[src/rtl/timer_pkg.sv]
// Package: shared widths and the control word layout for the reload timer.
// Assumes: tap select width is wide enough to name every prescaler bit.
package timer_pkg;
    localparam int CNT_W  = 8;
    localparam int PSC_W  = 7;
    localparam int TAP_W  = $clog2(PSC_W + 1);
    localparam int CTRL_W = TAP_W + 3;

    typedef struct packed {
        logic             force_rl;  // bit 5: force reload, self-clearing
        logic             src_ext;   // bit 4: 1 = external frequency input
        logic [TAP_W-1:0] tap;       // bits 3:1: prescaler tap n
        logic             enable;    // bit 0: counter and prescaler run
    } ctrl_t;
endpackage

[src/rtl/timer_tick_source.sv]
// Module: picks the source tick for the prescaler.
// With the system clock selected, every cycle is a tick. With the external
// input selected, the input goes through a synchronizer chain and each
// rising edge becomes one tick of one cycle.
// Assumes: the external input is asynchronous and slower than clk / 2.
module timer_tick_source #(
    parameter int SYNC_STAGES = 2
) (
    input  logic clk,
    input  logic rst_n,
    input  logic ext_i,
    input  logic sel_ext_i,
    output logic tick_o
);
    localparam int MSB = SYNC_STAGES - 1;

    logic [SYNC_STAGES-1:0] sync_q;
    logic                   prev_q;
    logic                   ext_edge;

    // Synchronizer chain plus delayed copy for edge detection.
    always_ff @(posedge clk) begin
        if (!rst_n) begin
            sync_q <= '0;
            prev_q <= 1'b0;
        end else begin
            sync_q <= {sync_q[SYNC_STAGES-2:0], ext_i};
            prev_q <= sync_q[MSB];
        end
    end

    // Rising edge of the synchronized input.
    always_comb ext_edge = sync_q[MSB] & ~prev_q;

    // Source tick: every cycle, or one cycle per external rising edge.
    always_comb tick_o = sel_ext_i ? ext_edge : 1'b1;

    // an external edge never yields two ticks in a row.
    a_r8_single_edge_tick: assert property (@(posedge clk) disable iff (!rst_n)
        ext_edge |=> !ext_edge);
endmodule

[src/rtl/timer_prescaler.sv]
// Module: hidden binary prescaler with a tap select.
// It counts source ticks while enabled. It emits a counter tick when the low
// n bits are all ones on a source tick, which divides by 2^n.
// Assumes: clear has priority. Software cannot read or write the prescaler.
module timer_prescaler #(
    parameter int PSC_W = 7,
    parameter int TAP_W = 3
) (
    input  logic             clk,
    input  logic             rst_n,
    input  logic             en_i,
    input  logic             src_tick_i,
    input  logic             clr_i,
    input  logic [TAP_W-1:0] tap_i,
    output logic             tick_o
);
    logic [PSC_W-1:0] psc_q;
    logic [PSC_W-1:0] tap_mask;

    // Mask of the low n bits selected by the tap field.
    always_comb tap_mask = (PSC_W'(1) << tap_i) - PSC_W'(1);

    // Counter tick when every selected low bit is one.
    always_comb tick_o = en_i & src_tick_i & ((psc_q & tap_mask) == tap_mask);

    // Prescaler register: clear, advance on a source tick, or freeze.
    always_ff @(posedge clk) begin
        if (!rst_n)                  psc_q <= '0;
        else if (clr_i)              psc_q <= '0;
        else if (en_i && src_tick_i) psc_q <= psc_q + PSC_W'(1);
    end

    // a clear request leaves the prescaler at zero.
    a_r6_psc_cleared: assert property (@(posedge clk) disable iff (!rst_n)
        clr_i |=> (psc_q == '0));
    // a disabled prescaler holds its value.
    a_r5_psc_frozen: assert property (@(posedge clk) disable iff (!rst_n)
        (!en_i && !clr_i) |=> $stable(psc_q));
endmodule

[src/rtl/timer_regs.sv]
// Module: control word and reload register.
// The force bit clears itself on the edge where it acts, which needs the
// enable bit to be set. A control write in the same cycle takes priority.
// Assumes: write strobes are one cycle wide, in the clk domain.
module timer_regs
    import timer_pkg::*;
#(
    parameter int CNT_W = 8
) (
    input  logic             clk,
    input  logic             rst_n,
    input  logic             ctrl_wr_i,
    input  ctrl_t            ctrl_wdata_i,
    input  logic             reload_wr_i,
    input  logic [CNT_W-1:0] reload_wdata_i,
    output ctrl_t            ctrl_o,
    output logic [CNT_W-1:0] reload_o,
    output logic             force_go_o
);
    ctrl_t            ctrl_q;
    logic [CNT_W-1:0] reload_q;

    // The force request acts only when enable is also set.
    always_comb force_go_o = ctrl_q.force_rl & ctrl_q.enable;

    // Control word: software write, otherwise self-clear of the force bit.
    always_ff @(posedge clk) begin
        if (!rst_n)          ctrl_q <= '0;
        else if (ctrl_wr_i)  ctrl_q <= ctrl_wdata_i;
        else if (force_go_o) ctrl_q.force_rl <= 1'b0;
    end

    // Reload register: loaded only by software.
    always_ff @(posedge clk) begin
        if (!rst_n)           reload_q <= '0;
        else if (reload_wr_i) reload_q <= reload_wdata_i;
    end

    always_comb ctrl_o   = ctrl_q;
    always_comb reload_o = reload_q;

    // a force request that has acted is gone one cycle later.
    a_r7_force_selfclear: assert property (@(posedge clk) disable iff (!rst_n)
        (force_go_o && !ctrl_wr_i) |=> !ctrl_q.force_rl);
    // without enable, a pending force request stays.
    a_r7_force_pending: assert property (@(posedge clk) disable iff (!rst_n)
        (ctrl_q.force_rl && !ctrl_q.enable && !ctrl_wr_i) |=> ctrl_q.force_rl);
endmodule

[src/rtl/timer_counter.sv]
// Module: auto-reload up-counter.
// Priority: software load, then force reload, then tick. A tick at
// all-ones reloads and raises a one-cycle overflow flag.
// Assumes: the tick is already gated by enable and the prescaler.
module timer_counter #(
    parameter int CNT_W = 8
) (
    input  logic             clk,
    input  logic             rst_n,
    input  logic             load_i,
    input  logic [CNT_W-1:0] load_val_i,
    input  logic             force_i,
    input  logic [CNT_W-1:0] reload_i,
    input  logic             tick_i,
    output logic [CNT_W-1:0] cnt_o,
    output logic             ovf_o
);
    localparam logic [CNT_W-1:0] CNT_MAX = '1;

    logic [CNT_W-1:0] cnt_q;
    logic             ovf_q;

    // Count register and overflow flag, updated together.
    always_ff @(posedge clk) begin
        if (!rst_n) begin
            cnt_q <= '0;
            ovf_q <= 1'b0;
        end else begin
            ovf_q <= 1'b0;
            if (load_i) begin
                cnt_q <= load_val_i;
            end else if (force_i) begin
                cnt_q <= reload_i;
            end else if (tick_i) begin
                if (cnt_q == CNT_MAX) begin
                    cnt_q <= reload_i;
                    ovf_q <= 1'b1;
                end else begin
                    cnt_q <= cnt_q + CNT_W'(1);
                end
            end
        end
    end

    always_comb cnt_o = cnt_q;
    always_comb ovf_o = ovf_q;

    // an overflow pulse follows all-ones and shows the reload value.
    a_r4_ovf_reload: assert property (@(posedge clk) disable iff (!rst_n)
        ovf_q |-> ($past(cnt_q) == CNT_MAX && cnt_q == $past(reload_i)));
    // the pulse lasts one cycle when no further overflow can follow.
    a_r4_ovf_single: assert property (@(posedge clk) disable iff (!rst_n)
        (ovf_q && cnt_q != CNT_MAX) |=> !ovf_q);
    // a software load always wins and never signals overflow.
    a_r9_load_wins: assert property (@(posedge clk) disable iff (!rst_n)
        load_i |=> (cnt_q == $past(load_val_i) && !ovf_q));
    // with no tick, load or force, the count holds.
    a_r5_cnt_hold: assert property (@(posedge clk) disable iff (!rst_n)
        (!load_i && !force_i && !tick_i) |=> $stable(cnt_q));
endmodule

[src/rtl/prescaled_reload_timer.sv]
// Module: top of the prescaled auto-reload timer.
// Connects the tick source, the hidden prescaler, the register block and
// the counter. Both the count write and the force reload clear the prescaler.
// Assumes: all strobes are synchronous to clk. ext_freq_i is asynchronous.
module prescaled_reload_timer
    import timer_pkg::*;
#(
    parameter int SYNC_STAGES = 2
) (
    input  logic              clk,
    input  logic              rst_n,
    input  logic              ext_freq_i,
    input  logic              ctrl_wr_i,
    input  logic [CTRL_W-1:0] ctrl_wdata_i,
    input  logic              reload_wr_i,
    input  logic [CNT_W-1:0]  reload_wdata_i,
    input  logic              count_wr_i,
    input  logic [CNT_W-1:0]  count_wdata_i,
    output logic [CTRL_W-1:0] ctrl_o,
    output logic [CNT_W-1:0]  reload_o,
    output logic [CNT_W-1:0]  count_o,
    output logic              ovf_o
);
    ctrl_t ctrl;
    logic  force_go;
    logic  src_tick;
    logic  cnt_tick;
    logic  psc_clr;

    // Either initialization path restarts the prescaler.
    always_comb psc_clr = count_wr_i | force_go;

    timer_regs #(.CNT_W(CNT_W)) u_regs (
        .clk            (clk),
        .rst_n          (rst_n),
        .ctrl_wr_i      (ctrl_wr_i),
        .ctrl_wdata_i   (ctrl_t'(ctrl_wdata_i)),
        .reload_wr_i    (reload_wr_i),
        .reload_wdata_i (reload_wdata_i),
        .ctrl_o         (ctrl),
        .reload_o       (reload_o),
        .force_go_o     (force_go)
    );

    timer_tick_source #(.SYNC_STAGES(SYNC_STAGES)) u_src (
        .clk       (clk),
        .rst_n     (rst_n),
        .ext_i     (ext_freq_i),
        .sel_ext_i (ctrl.src_ext),
        .tick_o    (src_tick)
    );

    timer_prescaler #(.PSC_W(PSC_W), .TAP_W(TAP_W)) u_psc (
        .clk        (clk),
        .rst_n      (rst_n),
        .en_i       (ctrl.enable),
        .src_tick_i (src_tick),
        .clr_i      (psc_clr),
        .tap_i      (ctrl.tap),
        .tick_o     (cnt_tick)
    );

    timer_counter #(.CNT_W(CNT_W)) u_cnt (
        .clk        (clk),
        .rst_n      (rst_n),
        .load_i     (count_wr_i),
        .load_val_i (count_wdata_i),
        .force_i    (force_go),
        .reload_i   (reload_o),
        .tick_i     (cnt_tick),
        .cnt_o      (count_o),
        .ovf_o      (ovf_o)
    );

    always_comb ctrl_o = ctrl;

    // with enable clear, the count changes only through a software write.
    a_r5_disabled_hold: assert property (@(posedge clk) disable iff (!rst_n)
        (!ctrl.enable && !count_wr_i) |=> $stable(count_o));
endmodule

[config.mk]
export PLATFORM = sky130hd
export DESIGN_NAME = prescaled_reload_timer
export DESIGN_NICKNAME = d
export VERILOG_FILES = /design/src/rtl/timer_pkg.sv /design/src/rtl/timer_tick_source.sv /design/src/rtl/timer_prescaler.sv /design/src/rtl/timer_regs.sv /design/src/rtl/timer_counter.sv /design/src/rtl/prescaled_reload_timer.sv
export SDC_FILE = /design/constraint.sdc
export NUM_CORES = 1
export LEC_CHECK = 0
export ABC_AREA = 0
export CAP_MARGIN = 30
export CORE_ASPECT_RATIO = 0.8
export CORE_MARGIN = 1.5
export CORE_UTILIZATION = 51
export CTS_CLUSTER_DIAMETER = 150
export DETAILED_ROUTE_END_ITERATION = 16
export HOLD_SLACK_MARGIN = 0.03
export PLACE_DENSITY = 0.8
export SYNTH_ARGS = -nofsm -noshare
export SYNTH_HDL_FRONTEND = slang
export SYNTH_SLANG_ARGS = --single-unit
export TNS_END_PERCENT = 10
[constraint.sdc]
create_clock -name clk -period 4.6 [get_ports clk]
set_input_delay 0.69 -clock clk [delete_from_list [all_inputs] [get_ports clk]]
set_output_delay 0.69 -clock clk [all_outputs]
set_load 0.02 [all_outputs]
Yosys cells after proc, flatten, opt, wreduce, memory -nomap -nowiden
Cells that the tools add are included.
Word-level totals
  register bits after elaboration: 33
  input port bits: 28
  word-level logic and storage cells: 38
Cells by class
  add/sub/neg operators: 3
  equality and inequality tests: 2
  shifts and indexed selects: 1
  muxes and demuxes: 8
  bitwise logic cells: 9
  reduce and logical (&&, ||, !) cells: 5
Operators with widths (number)
  $mux 8: 4
  $add 8x1->8 const B: 1
  $eq 8x8->1 const B: 1
  $add 7x1->7 const B: 1
  $and 7x7->7: 1
  $eq 7x7->1: 1
  $shl 1x3->7 const A: 1
  $sub 7x2->7 const B: 1
  $and 1x1->1: 4
  $mux 1: 4
  $reduce_or 4->1: 1
  $not 1->1: 3
  $reduce_bool 3->1: 1
  $reduce_bool 2->1: 1
  $reduce_or 2->1: 1
  $logic_and 1x1->1: 1
  $or 1x1->1: 1

Depth between registers and ports, before layout
Gate-level depths: netlist of the first run.
  depth in word-level cells: 8
  gate-level depth with buffers: 10
  depth with buffers taken out: 8

Cells and area by module
A second synthesis of the first run with hierarchy kept.
Second synthesis, totals
  cells, all modules: 188
  area total of the unflattened synthesis: 1716.6 µm²
Modules (own cells, without submodules)
  timer_counter: instances 1, cells each 90, area each 729.4 µm², sequential area each 180.2 µm²
  timer_regs: instances 1, cells each 47, area each 541.8 µm², sequential area each 280.3 µm²
  timer_prescaler: instances 1, cells each 42, area each 347.8 µm², sequential area each 140.1 µm²
  timer_tick_source: instances 1, cells each 8, area each 91.3 µm², sequential area each 60.1 µm²
  prescaled_reload_timer: instances 1, cells each 1, area each 6.3 µm², sequential area each 0.0 µm²

Worst setup path after synthesis of the first run
OpenSTA, ideal clock, no wires.
  path kind: reg2reg
  start point: reg u_regs.ctrl_q, in the netlist u_regs.ctrl_o[2]
  end point: reg u_cnt.cnt_q[5], in the netlist u_cnt.cnt_o[5]
  setup time: 0.118 ns
  data arrival time: 2.369 ns
  path slack: 2.114 ns
  cell stages (with the launch flop): 10
  path buffers: 2
  period minus slack after synthesis: 2.486 ns
  cell sequence: dfxtp_1 > buf_2 > or3_1 > ha_1 > or3_1 > a21boi_2 > o211ai_2 > and3_1 > buf_6 > o221a_4
On the way
  longest elaborated chain between the ends: 6
RTL lines
  start: declaration: RTL line timer_regs.sv:20  | ctrl_t ctrl_q;
  start signal: assignment: RTL line timer_regs.sv:29  | else if (ctrl_wr_i) ctrl_q <= ctrl_wdata_i;
  $shl 1x3->7 (*): RTL line timer_prescaler.sv:21  | always_comb tap_mask = (PSC_W'(1) << tap_i) - PSC_W'(1);
  $sub 7x2->7 (*): RTL line timer_prescaler.sv:21
  $and 7x7->7: RTL line timer_prescaler.sv:24  | always_comb tick_o = en_i & src_tick_i & ((psc_q & tap_mask) == tap_mask);
  $eq 7x7->1 (*): RTL line timer_prescaler.sv:24
  $and 1x1->1 (*): RTL line timer_prescaler.sv:24
  $reduce_bool 3->1 (no source line) (*)
  end signal: assignment: RTL line timer_counter.sv:31  | cnt_q <= load_val_i;
  end signal: assignment: RTL line timer_counter.sv:33  | cnt_q <= reload_i;
  end signal: assignment: RTL line timer_counter.sv:36  | cnt_q <= reload_i;
  end: declaration: RTL line timer_counter.sv:20  | logic [CNT_W-1:0] cnt_q;
Every way passes the cells marked *; elsewhere a longest branch is shown, timed or not.
A chain may end at the register's enable or synchronous reset.

Final worst setup path of the first run
  start point: reg u_regs.ctrl_q, in the netlist u_regs.ctrl_o[1]
  end point: reg u_cnt.cnt_q[5], in the netlist u_cnt.cnt_o[5]
The elaborated chain is that of the path after synthesis.

==> impl_metrics.yaml, run 1 <==
power:
  finalPower_mw: 0.763
  peakVddDrop_mv: 0.239
  p_leak_nw: 0.907
  powerDensity_mw_per_mm2: 313
logic_synthesis:
  synth_seq_cells: 33
  ys_top_cells_by_area: "dfxtp_1 (36%), mux2i_1 (8.6%), nor2_1 (5.9%)"
  synth_edf_count: 0
  synth_cells: 207
  synth_nets: 238
  synth_ff_type: "dfxtp_1"
  post-synth-top-count-cell: "dfxtp_1"
  synth_cell_types: 54
  yosys-top-cells-count: "dfxtp_1 (33), nor2_1 (29), nand2_1 (17), mux2i_1 (16), o21ai_0 (9)"
  synth_top_area_share_pct: 35.7
  yosys_warnings: 0
  mappedNetlistArea_mm2: 0.00185
  synth_largest_area_cell: "dfxtp_1"
  ys_seq_area_share_pct: 35.7
  postSynthAreaPerCell_um2: 8.95
  async_reset_ff_share_pct: 0
detailed_routing:
  wl_um: 4720
  drc: 0
  via_count: 1681
  drt_iter0_markers: 152
  viasPerCell: 5.70
  ant_nets: 0
  first_pass_iters: 4
  routedWlPerCell_um: 16.0
setup_path:
  required_ns: 4.78
  crit_path_end_kind: "flop"
  cp_common_cell: "or3_1"
  cp.arrival_ns: 2.75
  critPathSlowestCell: "or3_1"
  cp_max_fo: 10
  cp_slowest_stage_delay_ns: 0.41
  cp-start-kind: "flop"
  crit_type: "flop to flop"
  path_cells: "or3_1 > ha_1 > or3_1 > a21boi_2 > o211ai_2 > and3_1 > o221a_4"
final_layout:
  nets: 284
  finalNonFillerCells: 295
  area_growth_pct: 31.7
  layout-drive-gt1-share_pct: 9.09
  n_fill_cell: 284
  diodes: 0
  final_cell_area_mm2: 0.00244
  final_util_pct: 70.8
place:
  io_buffer_count: 50
  placed_cell_area_mm2: 0.00234
  dp_cells: 288
  dp_hpwl_um: 3550
  gp_congestion: 0.930
clocking:
  cts_resized: 0
  cts_tree: "yes"
  cts_setup_buffers: 0
  cts_buffer_depth: 2
  cts-htree-levels: 2
  cts.sinks: 33
  hold_buffers: 0
  cts_root_buf: "clkbuf_8"
  insertion_delay_ns: 0.29
  numCtsBuffers: 5
  cts.clk_slew.worst_paths_ns: 0.07
sta:
  min_period_ns: 2.57
  setup_tns_ns: 0
  setup_viol: 0
  max_freq_mhz: 390
  slew_viol_final: 0
  fin_crit_sh_pct: 55.8
  max_slew_margin_pct: 59.4
  worst_pin_slew_ns: 0.606
  skew_ns: 0.00294
  rsz0062_at_grt: "false"
  finalHoldViolations: 0
floorplan:
  row_count: 19
  die_y_um: 56.9
  die-area_mm2: 0.00401
  start_util_pct: 53.8
  core_area_mm2: 0.00345
  dieWidth_um: 70.4
  ioPinCount: 51
global_routing:
  grt_pass1_wl_um: 7820
  grt_pass1_vias: 1551
  grt_start_max_net_pins: 20
  antenna_found_initial: 0
  gr-usage-all-layers_pct: 25.0
  gr-total-overflow: 0
hold_path:
  worstHoldPathType: "flop to flop"
run:
  drv_cap: 0
status:
  outcome: "finished clean"
-- critical path: cells and delay by family (launching register included) --
family | cells | cell delay (ns)
and+or+nand+nor | 3 | 1.12
AOI/OAI and AO/OA | 3 | 0.66
adders and majority gates | 1 | 0.28
DFF | 1 | 0.40
-- cell families (layout without fill, tap and decap cells) --
| kind of cell | count (synthesis) | after routing | synth area share [%] |
|---|---|---|---|
| adders and majority gates | 3 | 3 | 2.03 |
| DFF | 33 | 33 | 35.7 |
| muxes | 18 | 18 | 9.86 |
| AOI/OAI and AO/OA | 49 | 49 | 23.0 |
| and+or+nand+nor | 78 | 78 | 20.5 |
| xor gates and xnor gates | 8 | 8 | 3.78 |
| buffers and inverters | 18 | 64 | 5.13 |
-- sequential cells by signal (all words and copies together) (netlist names) --
register,count
u_cnt.cnt_o,8
u_regs.reload_o,8
u_cnt.ovf_o,1
u_regs.ctrl_o,6
u_src.sync_q,2
u_psc.psc_q,7
u_src.prev_q,1
-- per-layer routing --
layer | GRT usage [%] | vias up | routed length [um]
li1 | - | 842 | -
met4 | 6.87 | 0 | 44
met1 | 38.1 | 768 | 2300
met3 | 5.39 | 6 | 337
met5 | 0 | - | 0
met2 | 35.3 | 65 | 2030
-- worst paths after layout --
check        slack, ns  cells past startpoint                          end                           from
max               2.03                      7  u_cnt.cnt_o[5]$_SDFFE_PN0P_  u_regs.ctrl_o[1]$_SDFFE_PN0P_
min               0.44                      1   u_src.sync_q[1]$_SDFF_PN0_     u_src.sync_q[0]$_SDFF_PN0_
max reg2reg       2.03                      7  u_cnt.cnt_o[5]$_SDFFE_PN0P_  u_regs.ctrl_o[1]$_SDFFE_PN0P_
min reg2reg       0.44                      1   u_src.sync_q[1]$_SDFF_PN0_     u_src.sync_q[0]$_SDFF_PN0_
-- final cells by class --
class	count	area, um^2	share of cell area (%)
clock inverter	2	35.0	1.44
multi-input combinational	156	1100	45.0
clock buffer	5	68.8	2.82
timing repair buffer	50	500	20.5
inverter	7	26.3	1.08
sequential	33	661	27.1
tap	42	52.6	2.15
-- where the power goes --
| part | switching (mW) | leakage, nW | internal, mW | total, mW |
|---|---|---|---|---|
| sequential | 0.0267 | 0.271 | 0.303 | 0.329 |
| combinational | 0.0846 | 0.583 | 0.0879 | 0.172 |
| clock | 0.104 | 0.0540 | 0.157 | 0.261 |
-- stage by stage --
stage / hold WS (ns) / setup slack (ns)
3_5_place_dp: 0.433 / 1.96
2_1_floorplan: 0.412 / 2.11
6_report: 0.444 / 2.03
3_3_place_gp: 0.413 / 1.98
4_1_cts: 0.451 / 2.06
5_1_grt: 0.480 / 1.94
-- cell usage in the layout (no fill, tap or decap), drive strengths merged, types with 4 or more instances in the layout --
cell type      instances
mux2i                 16
nand4                  7
inv                    6
clkdlybuf4s50         50
dfxtp                 33
o21ai                  9
nand2                 17
clkbuf                 5
a31oi                  4
nand3                  4
nor2                  30
a21oi                  5
xnor2                  5
and2                   6
No activity file was read; power rests on OpenSTA's default activity.
==> inputs of run 2 (changes only) <==
--- a/config.mk
+++ b/config.mk
@@ -9,11 +9,11 @@
 export CAP_MARGIN = 30
 export CORE_ASPECT_RATIO = 0.8
 export CORE_MARGIN = 1.5
-export CORE_UTILIZATION = 51
+export CORE_UTILIZATION = 43
 export CTS_CLUSTER_DIAMETER = 150
 export DETAILED_ROUTE_END_ITERATION = 16
 export HOLD_SLACK_MARGIN = 0.03
-export PLACE_DENSITY = 0.8
+export PLACE_DENSITY = 0.72
 export SYNTH_ARGS = -nofsm -noshare
 export SYNTH_HDL_FRONTEND = slang
 export SYNTH_SLANG_ARGS = --single-unit
==> constraint.sdc (replaced) <==
create_clock -name clk -period 2.3 [get_ports clk]
set_input_delay 0.345 -clock clk [delete_from_list [all_inputs] [get_ports clk]]
set_output_delay 0.345 -clock clk [all_outputs]
set_load 0.02 [all_outputs]
==> impl_metrics.yaml, run 2 (synthesis gave the netlist of run 1 again) <==
final_layout:
  layout-drive-gt1-share_pct: 14.8
  n_fill_cell: 389
  final_cell_area_mm2: 0.00256
  final_util_pct: 61.8
  nets: 295
  final_cell_mix: "clkdlybuf4s50_1 (50), dfxtp_1 (30), nor2_1 (29)"
  area_growth_pct: 38.4
  final_common_cell: "clkdlybuf4s50_1"
  diodes: 0
detailed_routing:
  wl_um: 4740
  viasPerCell: 5.48
  drc: 0
  routedWlPerCell_um: 14.8
  ant_nets: 0
  via_count: 1759
  first_pass_iters: 6
  drt_iter0_markers: 99
clocking:
  cts_root_buf: "clkbuf_8"
  numCtsBuffers: 5
  cts-htree-levels: 2
  insertion_delay_ns: 0.29
  cts_resized: 0
  cts.sinks: 33
  cts_tree: "yes"
  cts.clk_slew.worst_paths_ns: 0.07
  hold_buffers: 0
  cts_buffer_depth: 2
  cts_setup_buffers: 0
setup_path:
  cp-start-kind: "flop"
  cp_max_fo: 7
  r2r_slack_ns: 0.14
  crit_type: "flop to flop"
  cp-startpoint: "u_regs.ctrl_o[1]$_SDFFE_PN0P_"
  timing.rr.end: "u_cnt.cnt_o[5]$_SDFFE_PN0P_"
  required_ns: 2.48
  path_cells: "or3_4 > ha_4 > or3_1 > a21boi_2 > o211ai_2 > and3_1 > o221a_4"
  cp_slowest_stage_delay_ns: 0.39
  crit_cells: 7
  rr_startpoint: "u_regs.ctrl_o[1]$_SDFFE_PN0P_"
  critPathSlowestCell: "or3_4"
  crit_path_end_kind: "flop"
  crit_buf_inv: 0
  crit_end: "u_cnt.cnt_o[5]$_SDFFE_PN0P_"
  cp.arrival_ns: 2.34
  rr_worst_depth: 7
  path_delay_family: "simple AND/OR/NAND/NOR gates"
global_routing:
  busiest_layer: "met2"
  met2_usage_pct: 31.4
  met3_usage_pct: 5.11
  grt_pass1_vias: 1621
  antenna_found_initial: 0
  met1_usage_pct: 30.9
  gr-usage-all-layers_pct: 21.5
  grt_pass1_wl_um: 7780
  grt_start_max_net_pins: 12
  gr-total-overflow: 0
floorplan:
  die-area_mm2: 0.00471
  row_count: 21
  dieWidth_um: 76.4
  die_y_um: 61.7
  core_area_mm2: 0.00415
  ioPinCount: 51
  start_util_pct: 44.6
sta:
  rsz0062_at_grt: "false"
  finalHoldViolations: 0
  min_period_ns: 2.16
  skew_ns: 0.00625
  fin_crit_sh_pct: 93.8
  max_slew_margin_pct: 65.2
  setup_tns_ns: 0
  slew_viol_final: 0
  worst_pin_slew_ns: 0.517
  worst_hold_slack_ns: 0.432
  setup_viol: 0
  max_freq_mhz: 464
power:
  switching_share_pct: 28.4
  power_frac_clock_pct: 33.8
  p_leak_nw: 0.964
  peakVddDrop_mv: 0.319
  internal_power_mw: 1.12
  seqPwrFrac_pct: 41.6
  switchingPower_mw: 0.443
  powerDensity_mw_per_mm2: 609
  finalPower_mw: 1.56
  p_comb_share_pct: 24.6
hold_path:
  worstHoldPathType: "flop to flop"
  min_path_cells: 1
place:
  dp_hpwl_um: 3670
  gp_congestion: 0.933
  io_buffer_count: 50
  placed_cell_area_mm2: 0.00246
run:
  drv_cap: 0
status:
  outcome: "finished clean"
-- run 2: worst min path at each step --
stage                                          start                         end
after floorplan           u_src.sync_q[0]$_SDFF_PN0_  u_src.sync_q[1]$_SDFF_PN0_
after global placement    u_src.sync_q[0]$_SDFF_PN0_  u_src.sync_q[1]$_SDFF_PN0_
after detailed placement  u_src.sync_q[0]$_SDFF_PN0_  u_src.sync_q[1]$_SDFF_PN0_
after CTS                 u_src.sync_q[0]$_SDFF_PN0_  u_src.sync_q[1]$_SDFF_PN0_
after global routing      u_src.sync_q[0]$_SDFF_PN0_  u_src.sync_q[1]$_SDFF_PN0_
final                     u_src.sync_q[0]$_SDFF_PN0_  u_src.sync_q[1]$_SDFF_PN0_
-- run 2: layout make-up --
class | count | area, um^2 | area share [%]
flip-flops and latches | 33 | 664 | 25.9
repair buffers | 61 | 583 | 22.7
multi-input cells | 156 | 1110 | 43.5
inverters | 7 | 26.3 | 1.02
clock buffers | 5 | 68.8 | 2.68
well taps | 57 | 71.3 | 2.78
clock inverters | 2 | 35.0 | 1.37
-- run 2: routing by layer --
| layer | share of wire, % | routed length [um] | up-vias |
|---|---|---|---|
| met4 | 2.0 | 95 | 0 |
| li1 | - | - | 863 |
| met3 | 8.2 | 388 | 12 |
| met2 | 40 | 1880 | 78 |
| met1 | 50 | 2380 | 806 |
| met5 | 0 | 0 | - |
-- run 2: worst register-to-register path: stages, from the launching register on --
cell and delay (ns):
dfxtp_2 0.32, or3_4 0.39, ha_4 0.18, or3_1 0.32, a21boi_2 0.16, o211ai_2 0.11
and3_1 0.29, o221a_4 0.29
-- run 2: power groups by stage --
stage	Sequential, mW	Clock, mW	Combinational (mW)
3_3_place_gp	0.659	0	0.379
2_1_floorplan	0.686	0	0.196
6_report	0.648	0.528	0.384
3_5_place_dp	0.658	0	0.382
5_1_grt	0.653	0.559	0.418
4_1_cts	0.647	0.536	0.383
-- run 2: per-stage QoR --
| step | instances | worst slack, ns |
|---|---|---|
| final | 321 | 0.143 |
| after global placement | 314 | 0.187 |
| after detailed placement | 314 | 0.151 |
| after floorplan | 207 | -0.0603 |
| after CTS | 321 | 0.132 |
| after global routing | 321 | 0.0413 |
==> inputs of run 3 (changes only) <==
--- a/config.mk
+++ b/config.mk
@@ -12,6 +12,7 @@
 export CORE_UTILIZATION = 43
 export CTS_CLUSTER_DIAMETER = 150
 export DETAILED_ROUTE_END_ITERATION = 16
+export GPL_ROUTABILITY_DRIVEN = 0
 export HOLD_SLACK_MARGIN = 0.03
 export PLACE_DENSITY = 0.72
 export SYNTH_ARGS = -nofsm -noshare
==> results of run 3 <==
No change in the layout: final DEF, timing and power equal those of run 2.
